<file path="src/rtl/nsg_pkg.sv">
package nsg_pkg;
  localparam int SR_W      = 8;
  localparam int POS_LOCK  = 7;
  localparam int POS_BP_HI = 3;
  localparam int POS_BP_LO = 2;
  localparam int POS_WEL   = 1;
  localparam int POS_BUSY  = 0;

  typedef enum logic [1:0] {
    PROT_NONE    = 2'b00,
    PROT_QUARTER = 2'b01,
    PROT_HALF    = 2'b10,
    PROT_ALL     = 2'b11
  } prot_e;
endpackage

</file>
<file path="src/rtl/nsg_wel.sv">
module nsg_wel (
  input  logic clk,
  input  logic rst_n,
  input  logic set_i,
  input  logic clr_i,
  output logic wel_o
);
  always_ff @(posedge clk or negedge rst_n) begin
    if (!rst_n)     wel_o <= 1'b0;
    else if (clr_i) wel_o <= 1'b0;
    else if (set_i) wel_o <= 1'b1;
  end
endmodule

</file>
<file path="src/rtl/nsg_range.sv">
module nsg_range
  import nsg_pkg::*;
#(
  parameter int ADDR_W = 12
) (
  input  prot_e             code_i,
  input  logic [ADDR_W-1:0] addr_i,
  input  logic              id_i,
  output logic              hit_o
);
  localparam int MSB = ADDR_W - 1;

  // top quarter: two MSBs set; top half: MSB set
  logic in_quarter;
  logic in_half;
  assign in_quarter = addr_i[MSB] & addr_i[MSB-1];
  assign in_half    = addr_i[MSB];

  always_comb begin
    unique case (code_i)
      PROT_NONE:    hit_o = 1'b0;
      PROT_QUARTER: hit_o = !id_i && in_quarter;
      PROT_HALF:    hit_o = !id_i && in_half;
      default:      hit_o = 1'b1;
    endcase
  end
endmodule

</file>
<file path="src/rtl/nsg_nvbits.sv">
module nsg_nvbits
  import nsg_pkg::*;
(
  input  logic  clk,
  input  logic  rst_n,
  input  logic  we_i,
  input  logic  lock_d,
  input  prot_e code_d,
  output logic  lock_o,
  output prot_e code_o
);
  always_ff @(posedge clk or negedge rst_n) begin
    if (!rst_n) begin
      lock_o <= 1'b0;
      code_o <= PROT_NONE;
    end else if (we_i) begin
      lock_o <= lock_d;
      code_o <= code_d;
    end
  end
endmodule

</file>
<file path="src/rtl/nvm_status_guard.sv">
module nvm_status_guard
  import nsg_pkg::*;
#(
  parameter int ADDR_W = 12
) (
  input  logic              clk,
  input  logic              rst_n,
  input  logic              wel_set,
  input  logic              wel_clr,
  input  logic              cycle_done,
  input  logic              busy,
  input  logic              wp_n,
  input  logic              sw_valid,
  output logic              sw_ready,
  input  logic [SR_W-1:0]   sw_data,
  output logic              sw_ok,
  output logic              sw_drop,
  input  logic              aw_valid,
  output logic              aw_ready,
  input  logic [ADDR_W-1:0] aw_addr,
  input  logic              aw_id,
  output logic              aw_grant,
  output logic              aw_deny,
  output logic              cycle_start,
  output logic [SR_W-1:0]   status_rd
);
  logic  wel;
  logic  lock;
  prot_e code;
  logic  hit;

  logic sw_fire, aw_fire, frozen;
  logic sw_apply, aw_pass, aw_kill;

  assign sw_ready = !busy;
  assign aw_ready = !busy && !sw_valid;
  assign sw_fire  = sw_valid && sw_ready;
  assign aw_fire  = aw_valid && aw_ready;

  // lock bit together with pin low freezes the status byte
  assign frozen   = lock && !wp_n;
  assign sw_apply = sw_fire && wel && !frozen;
  assign aw_pass  = aw_fire && wel && !hit;
  assign aw_kill  = aw_fire && wel && hit;

  nsg_wel u_wel (
    .clk   (clk),
    .rst_n (rst_n),
    .set_i (wel_set),
    .clr_i (wel_clr || cycle_done || aw_kill),
    .wel_o (wel)
  );

  nsg_nvbits u_nv (
    .clk    (clk),
    .rst_n  (rst_n),
    .we_i   (sw_apply),
    .lock_d (sw_data[POS_LOCK]),
    .code_d (prot_e'(sw_data[POS_BP_HI:POS_BP_LO])),
    .lock_o (lock),
    .code_o (code)
  );

  nsg_range #(.ADDR_W(ADDR_W)) u_range (
    .code_i (code),
    .addr_i (aw_addr),
    .id_i   (aw_id),
    .hit_o  (hit)
  );

  always_ff @(posedge clk or negedge rst_n) begin
    if (!rst_n) begin
      sw_ok       <= 1'b0;
      sw_drop     <= 1'b0;
      aw_grant    <= 1'b0;
      aw_deny     <= 1'b0;
      cycle_start <= 1'b0;
    end else begin
      sw_ok       <= sw_apply;
      sw_drop     <= sw_fire && !sw_apply;
      aw_grant    <= aw_pass;
      aw_deny     <= aw_fire && !aw_pass;
      cycle_start <= sw_apply || aw_pass;
    end
  end

  assign status_rd = {lock, 3'b000, code, wel, busy};
endmodule

</file>
<file path="config.mk">
export PLATFORM = sky130hd
export DESIGN_NAME = nvm_status_guard
export DESIGN_NICKNAME = d
export VERILOG_FILES = /design/src/rtl/nsg_pkg.sv /design/src/rtl/nsg_wel.sv /design/src/rtl/nsg_range.sv /design/src/rtl/nsg_nvbits.sv /design/src/rtl/nvm_status_guard.sv
export SDC_FILE = /design/constraint.sdc
export NUM_CORES = 1
export LEC_CHECK = 0
export BUFFER_PORTS_ARGS = -buffer_cell sky130_fd_sc_hd__buf_2
export CAP_MARGIN = 20
export CORE_AREA = 2 2 39 41
export CTS_BUF_LIST = sky130_fd_sc_hd__clkbuf_2
export DETAILED_ROUTE_END_ITERATION = 16
export DIE_AREA = 0 0 41 43
export PLACE_DENSITY = 0.77
export RECOVER_POWER = 50
export SLEW_MARGIN = 20
export SYNTH_ARGS = -nofsm -noshare
export SYNTH_HDL_FRONTEND = slang
export SYNTH_SLANG_ARGS = --single-unit
</file>
<file path="constraint.sdc">
create_clock -name clk -period 2.1 [get_ports clk]
set_input_delay 0.21 -clock clk [delete_from_list [all_inputs] [get_ports clk]]
set_output_delay 0.21 -clock clk [all_outputs]
set_load 0.02 [all_outputs]
</file>
==> results by group, run 1 <==
Outcome
  – Status: complete, no violations

STA
  – TNS Setup: 0 ns
  – RSZ-0062 raised after global routing: no
  – Final Slew Violations: 0
  – Fin. Hold Viols: 0
  – Final Skew: 0.00405 ns
  – Final setup viols: 0
  – Min cycle time layout: 1.44 ns
  – FMAX: 693 MHz
  – Tcrit/Tclk final: 68.7%

GRT
  – Antenna violations before repair: 0
  – GR Overflow Total: 0
  – Global-route wire length before repair: 1300 um
  – GRT Util Overall: 11.6%
  – Vias in the first global route: 340
  – Largest net degree at the start of global routing: 10

Placed design
  – IO buf count: 26
  – Placed cells: 80
  – DP HPWL: 752 um
  – Final Wtd Congestion: 0.585

Finish
  – ANT cells: 0
  – Non-Filler Instances: 85
  – Layout cell share with drive strength beyond 1: 42.0%
  – Synthesis-to-layout area growth: 28.6%
  – Most frequent cells in the layout: buf_2, dfrtp_1, inv_1
  – Most common cell after layout, fill and taps aside: buf_2
  – Nets: 102

Yosys
  – Sequential-to-total area share from yosys stat: 49.5%
  – Mean Syn Cell Area: 10.8 um^2
  – Synth warn: 0
  – Post-synthesis register bit count: 9
  – Cells after Synth: 42
  – Mapped Area: 455 um^2
  – Cell variety after synth: 17

Pwr
  – Net Sw Frac: 34.8%
  – Leakage: 0.344 nW
  – Sequential Power Share: 44.8%
  – Clock power frac: 23.8%
  – Comb power frac: 31.4%
  – Psw: 160 uW
  – PwrDens: 783 nW/um^2
  – Pint: 299 uW
  – Max VDD drop: 0.213 mV

Flow run
  – Max_cap viols: 0

Detailed routing
  – Final ANT Viol Nets: 0
  – Routed WL: 937 um
  – Initial DRC count: 1
  – # DRC: 0
  – Vias per inst: 4.39
  – Vias: 373
  – Average wire per standard cell: 11.0 um
  – DR pass1 iterations: 4

Floorplan
  – IO Pins: 45
  – Initial Utilization: 32.9%
  – Die height: 43 um
  – Std-Cell Rows: 14
  – Die ar.: 1760 um^2
  – CORE AREA: 1380 um^2
  – Die X: 41 um

Min path
  – WHS Path Cells: 2
  – Hold/Removal Path Class: in2reg
  – HP Start: sw_data[7]
  – WHS Endpoint: u_nv.lock_o$_DFFE_PN0P_

Worst setup path
  – CP Launch Type: flip-flop
  – Worst-path maximum fanout: 4
  – Crit path cell chain: inv_1, ha_1, or2_0, a41o_1, o211a_1
  – Reg2reg end: aw_deny$_DFF_PN0_
  – Buf+Inv Stages, Crit Path: 1
  – R2R cell count: 5
  – Crit. Startpoint: u_nv.code_o[0]$_DFFE_PN0P_
  – FF-to-FF setup slack: 0.66 ns
  – Crit Path Category: reg2reg
  – Worst r2r src: u_nv.code_o[0]$_DFFE_PN0P_
  – Cell family with most CP delay: compound AO/OA/AOI/OAI gates
  – Max incr delay on CP: 0.37 ns
  – Worst EP required: 2.23 ns
  – CP arrival: 1.58 ns
  – Setup crit end kind: flip-flop
  – Slowest CP cell: dfrtp_1

Clock network
  – CTS tree: yes
  – Worst-path clk slew: 0.09 ns
  – H-tree Lvls: 1
  – Hold Buf Count CTS: 1
  – Gates resized, CTS repair: 0
  – Setup Fix Bufs, Post-CTS: 0
  – Cts bufs inserted: 3
  – Longest Clk Path Bufs: 2
  – Clock Latency Late Sink: 0.24 ns
  – Clock Sink Count: 9
  – Root buffer cell: clkbuf_2
[power by group through the flow]
| stage | sequential [mW] | combinational [mW] | clock, mW |
|---|---|---|---|
| after floorplan | 0.223 | 0.0901 | 0 |
| after global placement | 0.207 | 0.138 | 0 |
| after detailed placement | 0.209 | 0.147 | 0 |
| after CTS | 0.205 | 0.149 | 0.117 |
| after global routing | 0.207 | 0.157 | 0.124 |
| final | 0.205 | 0.144 | 0.109 |
[stage by stage]
step           setup slack, ns  hold slack, ns  power [mW]  util [%]  instance area (um^2)
6_report                 0.657           0.196       0.459      42.3                   586
5_1_grt                  0.614           0.188       0.487      42.3                   586
4_1_cts                  0.649           0.175       0.471      43.2                   598
3_5_place_dp             0.673          0.0733       0.356      41.0                   568
3_3_place_gp             0.724          0.0649       0.345      41.0                   568
2_1_floorplan            0.616         -0.0856       0.313         -                   463
[Yosys cell counts (all sizes together)]
cell type  count  share of area [%]
a21oi          1                1.1
a41o           1                2.2
a41oi          1                3.6
buf            6                9.9
conb           1               0.82
dfrtp          9                 49
ha             2                5.5
inv            6                4.9
mux2           3                7.4
nand2          1               0.82
nand2b         1                1.4
nand3          1                1.1
nand4          1                2.7
nor2           4                3.3
o211a          1                2.2
o21ai          2                2.2
or2            1                1.4
[final cells by class]
type                       instances  area [um^2]
fill                             146          798
inverter                           6         22.5
multi-input combinational         23          164
tap                               16         20.0
sequential                         9          225
timing repair buffer              27          134
clock buffer                       4         20.0
[worst reg2reg max path, stage by stage (launching register included)]
cell     delay, ns
dfrtp_1       0.37
inv_1         0.07
ha_1          0.19
or2_0         0.20
a41o_1        0.29
o211a_1       0.21
[flip-flops by register name, indices dropped and copies added, names as in the netlist]
signal       cells
sw_drop          1
aw_grant         1
sw_ok            1
u_wel.wel_o      1
u_nv.lock_o      1
aw_deny          1
cycle_start      1
u_nv.code_o      2
[cells by family after synthesis]
kind of cell             share of synthesized area, %
buffers and inverters                            14.8
AND/OR/NAND/NOR                                  10.7
flip-flops                                       49.5
AO/OA/AOI/OAI                                    11.3
multiplexers                                     7.42
adder cells (fa/ha/maj)                          5.49
other                                           0.823
[per-layer routing]
metal	global-route usage [%]	vias up	share of wire, %
met3	3.14	2	9.7
met1	12.7	169	42
met5	0	-	0
met4	10.0	0	0.43
li1	-	181	-
met2	17.2	21	47
[how the worst max path moves through the flow]
stage | slack [ns] | end | cells past startpoint
2_1_floorplan | 0.62 | aw_deny$_DFF_PN0_ | 5
3_3_place_gp | 0.72 | aw_deny$_DFF_PN0_ | 5
3_5_place_dp | 0.67 | aw_deny$_DFF_PN0_ | 5
4_1_cts | 0.65 | aw_deny$_DFF_PN0_ | 5
5_1_grt | 0.61 | aw_deny$_DFF_PN0_ | 5
6_report | 0.66 | aw_deny$_DFF_PN0_ | 5
(Power assumes the default switching activity.)
==> run 2, diff against run 1 <==
Settings changed: ABC_AREA set to 1, CORE_AREA 2 2 39 41 to unset, CORE_MARGIN set to 2, CORE_UTILIZATION set to 36, DIE_AREA 0 0 41 43 to unset, PLACE_DENSITY 0.77 to 0.79.
Clock period 2.1 ns to 1.36 ns, I/O delays scaled along.
==> run 2 against run 1 <==
  * Register-to-register slack got worse by 0.54 ns
  * Fmax is 16% higher
  * Wire length decreased by 5.1%
  * First-iteration DRC count increased to 3.0 times the previous value
  * Clock power up 50%
  * Area after synthesis up 4.9%
  * Largest cell class unchanged
  * Non-clock buffer count unchanged
  * Synthesized cell count grew 33%
==> results by group, run 2 <==
Yosys
  – Commonest cells in the netlist: inv_1, nand2_1, dfrtp_1
  – Post-synthesis register bit count: 9
  – Dominant cell type by area after synthesis: dfrtp_1
  – Cell variety after synth: 18
  – Mean Syn Cell Area: 8.53 um^2
  – Asr flop ratio synth: 100%
  – Synth warn: 0
  – Sequential-to-total area share from yosys stat: 47.1%
  – Most instantiated library cell after synthesis: inv_1
  – Mapped Area: 478 um^2
  – Cells after Synth: 56
  – EDFF count, synth: 0
  – Most used flip-flop cell after synthesis: dfrtp_1
  – Ranking of synthesized cells by area: dfrtp_1, buf_4, inv_1, nand2_1, ha_1
  – Post-synth top area share: 47.1%

STA
  – Tcrit/Tclk final: 91.6%
  – RSZ-0062 raised after global routing: no
  – FMAX: 803 MHz
  – Fin. Hold Viols: 0
  – Final setup margin: 0.114 ns
  – Final Skew: 0.00520 ns
  – Min cycle time layout: 1.25 ns
  – TNS Setup: 0 ns
  – Final setup viols: 0
  – Final Slew Violations: 0
  – Hold slack: 0.0961 ns

GRT
  – GR Overflow Total: 0
  – Global-route wire length before repair: 1390 um
  – Antenna violations before repair: 0
  – Vias in the first global route: 369
  – Largest net degree at the start of global routing: 10
  – GRT Util Overall: 12.6%

Pwr
  – PwrDens: 1140 nW/um^2
  – Final Power: 715 uW
  – Leakage: 0.377 nW
  – Max VDD drop: 0.497 mV

Min path
  – Hold/Removal Path Class: in2reg
  – WHS Path Cells: 3
  – WHS Endpoint: u_nv.lock_o$_DFFE_PN0P_
  – HP Start: sw_data[7]

Worst setup path
  – Crit Path Category: reg2reg
  – Buf+Inv Stages, Crit Path: 1
  – CP arrival: 1.37 ns
  – Max incr delay on CP: 0.42 ns
  – CP Launch Type: flip-flop
  – Worst EP required: 1.49 ns
  – Worst-path maximum fanout: 3
  – Cell family with most CP delay: simple AND/OR/NAND/NOR gates
  – Slowest CP cell: dfrtp_1
  – Worst r2r src: u_nv.code_o[1]$_DFFE_PN0P_
  – R2R cell count: 5
  – Crit path cell chain: inv_2, ha_4, or2_2, nand3_2, nand2_1
  – Setup crit end kind: flip-flop
  – Reg2reg end: cycle_start$_DFF_PN0_
  – FF-to-FF setup slack: 0.11 ns

Detailed routing
  – DR pass1 iterations: 4
  – Routed WL: 889 um
  – Final ANT Viol Nets: 0
  – Average wire per standard cell: 9.07 um
  – Initial DRC count: 3
  – Vias: 405
  – # DRC: 0
  – Vias per inst: 4.13

Placed design
  – Pre-CTS setup slack: 0.0782 ns
  – IO buf count: 26
  – Placed cell area: 589 um^2
  – Final Wtd Congestion: 0.654
  – DP HPWL: 749 um

Outcome
  – Status: complete, no violations

Floorplan
  – Std-Cell Rows: 13
  – Die ar.: 1630 um^2
  – Initial Utilization: 37.7%
  – IO Pins: 45
  – CORE AREA: 1270 um^2
  – Die X: 40.4 um
  – Die height: 40.4 um

Finish
  – Nets: 116
  – Most frequent cells in the layout: buf_2, inv_1, nand2_1
  – Max reg flops: 2
  – Largest register by flop count: u_nv.code_o
  – Synthesis-to-layout area growth: 30.9%
  – Most common cell after layout, fill and taps aside: buf_2
  – Layout cell share with drive strength beyond 1: 42.2%
  – Final instance area: 626 um^2
  – ANT cells: 0

Clock network
  – Root buffer cell: clkbuf_2
  – CTS tree: yes
  – Clock Latency Late Sink: 0.23 ns
  – H-tree Lvls: 1
  – Longest Clk Path Bufs: 2
  – Clock Sink Count: 9
  – Worst-path clk slew: 0.09 ns
  – Setup Fix Bufs, Post-CTS: 0
  – Cts bufs inserted: 3

Flow run
  – Max_cap viols: 0
run 2: cell types whose count changed in the layout (fill, tap and decap cells not counted), sizes merged, moves of 2 or more:
cell | before | now
inv | 6 | 12
mux2 | 3 | 0
nand2 | 1 | 11
nand3 | 1 | 3
run 2: how the worst max path moves through the flow:
stage                                     startpoint               endpoint  slack [ns]  cells past startpoint
final                     u_nv.code_o[1]$_DFFE_PN0P_  cycle_start$_DFF_PN0_        0.11                      5
after global routing      u_nv.code_o[0]$_DFFE_PN0P_      aw_deny$_DFF_PN0_       0.007                      6
after CTS                 u_nv.code_o[1]$_DFFE_PN0P_  cycle_start$_DFF_PN0_        0.05                      5
after detailed placement  u_nv.code_o[1]$_DFFE_PN0P_  cycle_start$_DFF_PN0_        0.08                      5
after global placement    u_nv.code_o[0]$_DFFE_PN0P_  cycle_start$_DFF_PN0_        0.11                      5
after floorplan           u_nv.code_o[0]$_DFFE_PN0P_  cycle_start$_DFF_PN0_       0.003                      5
run 2: power breakdown:
| part | switching [mW] | internal [mW] | leakage [nW] | total [mW] |
|---|---|---|---|---|
| combinational | 0.142 | 0.0938 | 0.243 | 0.236 |
| clock | 0.0860 | 0.0782 | 0.0166 | 0.164 |
| sequential | 0.0199 | 0.295 | 0.118 | 0.315 |
| total | 0.248 | 0.467 | 0.377 | 0.715 |
run 2: layout make-up:
cell class / count / area [um^2]
Clock buffer: 4 / 20.0
Fill cell: 126 / 643
Inverter: 13 / 50.0
Multi-Input combinational cell: 30 / 178
Sequential cell: 9 / 225
Tap cell: 15 / 18.8
Timing Repair Buffer: 27 / 134
run 2: per-layer routing:
| metal | routed length [um] | global-route usage [%] | part of all wire, % |
|---|---|---|---|
| met1 | 335 | 12.2 | 38 |
| met2 | 464 | 25.0 | 52 |
| met3 | 89 | 1.67 | 10 |
| met4 | 0 | 6.67 | 0 |
| met5 | 0 | 0 | 0 |
run 2: cells by family (layout without fill, tap and decap cells):
logic type	after synthesis	in the layout	share of synthesized area [%]
other	1	3	0.785
adders and majority gates	2	2	5.23
DFF	9	9	47.1
AOI/OAI and AO/OA	4	4	4.19
buffers and inverters	19	44	19.9
and+or+nand+nor	21	21	22.8
run 2: stage by stage:
| step | instances | utilization, % |
|---|---|---|
| floorplan | 58 | - |
| global placement | 93 | 46.4 |
| detailed placement | 93 | 46.4 |
| CTS | 98 | 48.8 |
| global route | 98 | 49.3 |
| finish | 98 | 49.3 |
run 2: repair_timing:
item                                    in CTS  in global routing
gates resized for setup                      0                  3
hold endpoints to repair                     9                  0
endpoints found under the setup margin       0                  4
hold buffers                                 1                  0
run 2: worst reg2reg max path: cells and delay by family, from the launching register on:
kind                     cells  cell delay, ns
buffers and inverters        1            0.09
flip-flops                   1            0.42
AND/OR/NAND/NOR              3            0.44
adder cells (fa/ha/maj)      1            0.20
==> run 3, diff against run 2 <==
Settings changed: BUFFER_PORTS_ARGS -buffer_cell sky130_fd_sc_hd__buf_2 to unset, CORE_AREA set to 2 2 39 41, CORE_MARGIN 2 to unset, CORE_UTILIZATION 36 to unset, DIE_AREA set to 0 0 41 43, DONT_BUFFER_PORTS set to 1, PLACE_DENSITY 0.79 to unset, RECOVER_POWER 50 to 25.
==> run 3 against run 2 <==
  * Power decreased by 5.6%
  * Sequential share of layout area increased by 4.9 points
  * Via count decreased by 15%
  * Die area increased by 7.8%
  * Combinational power decreased by 18%
  * First-iteration DRC count decreased by 33%
  * Critical path depth unchanged
  * Sequential cell count unchanged
  * Critical path type unchanged
  * Highest routed layer is now met4
==> results by group, run 3 (synthesis results as in run 2) <==
GRT
  – Largest net degree at the start of global routing: 10
  – Antenna violations before repair: 0
  – GRT Util Overall: 12.2%
  – Global-route wire length before repair: 1360 um
  – Vias in the first global route: 331
  – GR Overflow Total: 0

Detailed routing
  – Vias: 345
  – Final ANT Viol Nets: 0
  – # DRC: 0
  – Vias per inst: 4.31
  – Initial DRC count: 2
  – Average wire per standard cell: 10.3 um
  – DR pass1 iterations: 4
  – Routed WL: 823 um

Floorplan
  – Initial Utilization: 34.5%
  – IO Pins: 45
  – CORE AREA: 1380 um^2
  – Std-Cell Rows: 14
  – Die ar.: 1760 um^2
  – Die X: 41 um
  – Die height: 43 um

Finish
  – Layout cell share with drive strength beyond 1: 20.3%
  – ANT cells: 0
  – Fillers: 143
  – Most frequent cells in the layout: inv_1, nand2_1, dfrtp_1
  – Synthesis-to-layout area growth: 15.2%
  – Max reg flops: 2
  – Fin util: 39.8%
  – Most common cell after layout, fill and taps aside: inv_1
  – Largest register by flop count: u_nv.code_o
  – Final instance area: 551 um^2
  – Reg area: 225 um^2
  – Nets: 97
  – Multi-input logic area: 163 um^2

Pwr
  – PwrDens: 1230 nW/um^2
  – Leakage: 0.321 nW
  – Max VDD drop: 0.301 mV

Worst setup path
  – Worst-path maximum fanout: 3
  – Setup crit end kind: flip-flop
  – Crit Path Category: reg2reg
  – Crit. Startpoint: u_nv.code_o[0]$_DFFE_PN0P_
  – Worst r2r src: u_nv.code_o[0]$_DFFE_PN0P_
  – Reg2reg end: cycle_start$_DFF_PN0_
  – FF-to-FF setup slack: 0.08 ns
  – CP Launch Type: flip-flop
  – CP arrival: 1.41 ns
  – Worst EP required: 1.49 ns
  – R2R cell count: 5

Clock network
  – H-tree Lvls: 1
  – Cts bufs inserted: 3
  – Clock Sink Count: 9
  – Worst-path clk slew: 0.08 ns
  – Longest Clk Path Bufs: 2
  – Root buffer cell: clkbuf_2
  – Clock Latency Late Sink: 0.23 ns
  – CTS tree: yes
  – Gates resized, CTS repair: 0

STA
  – Final Slew Violations: 0
  – Tcrit/Tclk final: 94.1%
  – Final setup viols: 0
  – TNS Setup: 0 ns
  – RSZ-0062 raised after global routing: no
  – Min cycle time layout: 1.28 ns
  – FMAX: 782 MHz
  – Fin. Hold Viols: 0
  – Final Skew: 0.00166 ns

Placed design
  – Final Wtd Congestion: 0.652
  – DP HPWL: 682 um
  – IO buf count: 0
  – Placed cell area: 483 um^2

Flow run
  – Max_cap viols: 0

Min path
  – WHS Endpoint: u_nv.code_o[1]$_DFFE_PN0P_
  – HP Start: sw_data[3]
  – Hold/Removal Path Class: in2reg
  – WHS Path Cells: 2

Outcome
  – Status: complete, no violations
==> run 3: layer usage <==
| metal | global-route usage, % | part of all wire, % | vias to the layer above |
|---|---|---|---|
| li1 | - | - | 171 |
| met1 | 12.7 | 38 | 150 |
| met2 | 18.8 | 52 | 20 |
| met3 | 3.66 | 6.4 | 4 |
| met4 | 10.0 | 3.3 | 0 |
| met5 | 0 | 0 | - |
==> run 3: final cells by class <==
type                            instances  share of cell area (%)
Sequential cell                         9                    40.9
Inverter                               13                    9.09
Multi-Input combinational cell         30                    29.5
Clock buffer                            4                    3.64
Timing Repair Buffer                    8                    13.2
Tap cell                               16                    3.64
==> run 3: timing repair <==
item / CTS / global route
setup buffers: 0 / 0
hold buffers: 2 / 3
endpoints found under the hold margin: 10 / 3
==> run 3: per-stage QoR <==
stage          cells  power [mW]  setup slack (ns)  hold slack (ns)
5_1_grt           80       0.749           0.00367          0.00554
6_report          80       0.676            0.0806           0.0275
3_3_place_gp      71       0.501             0.103           -0.159
4_1_cts           77       0.682            0.0607          0.00764
3_5_place_dp      71       0.507            0.0768           -0.159
2_1_floorplan     58       0.473           0.00250           -0.160
==> run 3: worst max path at each step <==
stage | to | cells past startpoint
after CTS | cycle_start$_DFF_PN0_ | 5
after global placement | cycle_start$_DFF_PN0_ | 5
final | cycle_start$_DFF_PN0_ | 5
after detailed placement | cycle_start$_DFF_PN0_ | 5
after floorplan | cycle_start$_DFF_PN0_ | 5
after global routing | cycle_start$_DFF_PN0_ | 5
==> run 3: where the power goes <==
part | switching, mW | internal [mW]
sequential | 0.0240 | 0.295
combinational | 0.116 | 0.0786
clock | 0.0841 | 0.0782
total | 0.224 | 0.452
==> run 3: worst max-delay path: stages, from the launching register on <==
cell     delay [ns]
dfrtp_1        0.38
inv_1          0.10
ha_1           0.24
or2_2          0.29
nand3_2        0.10
nand2_1        0.06
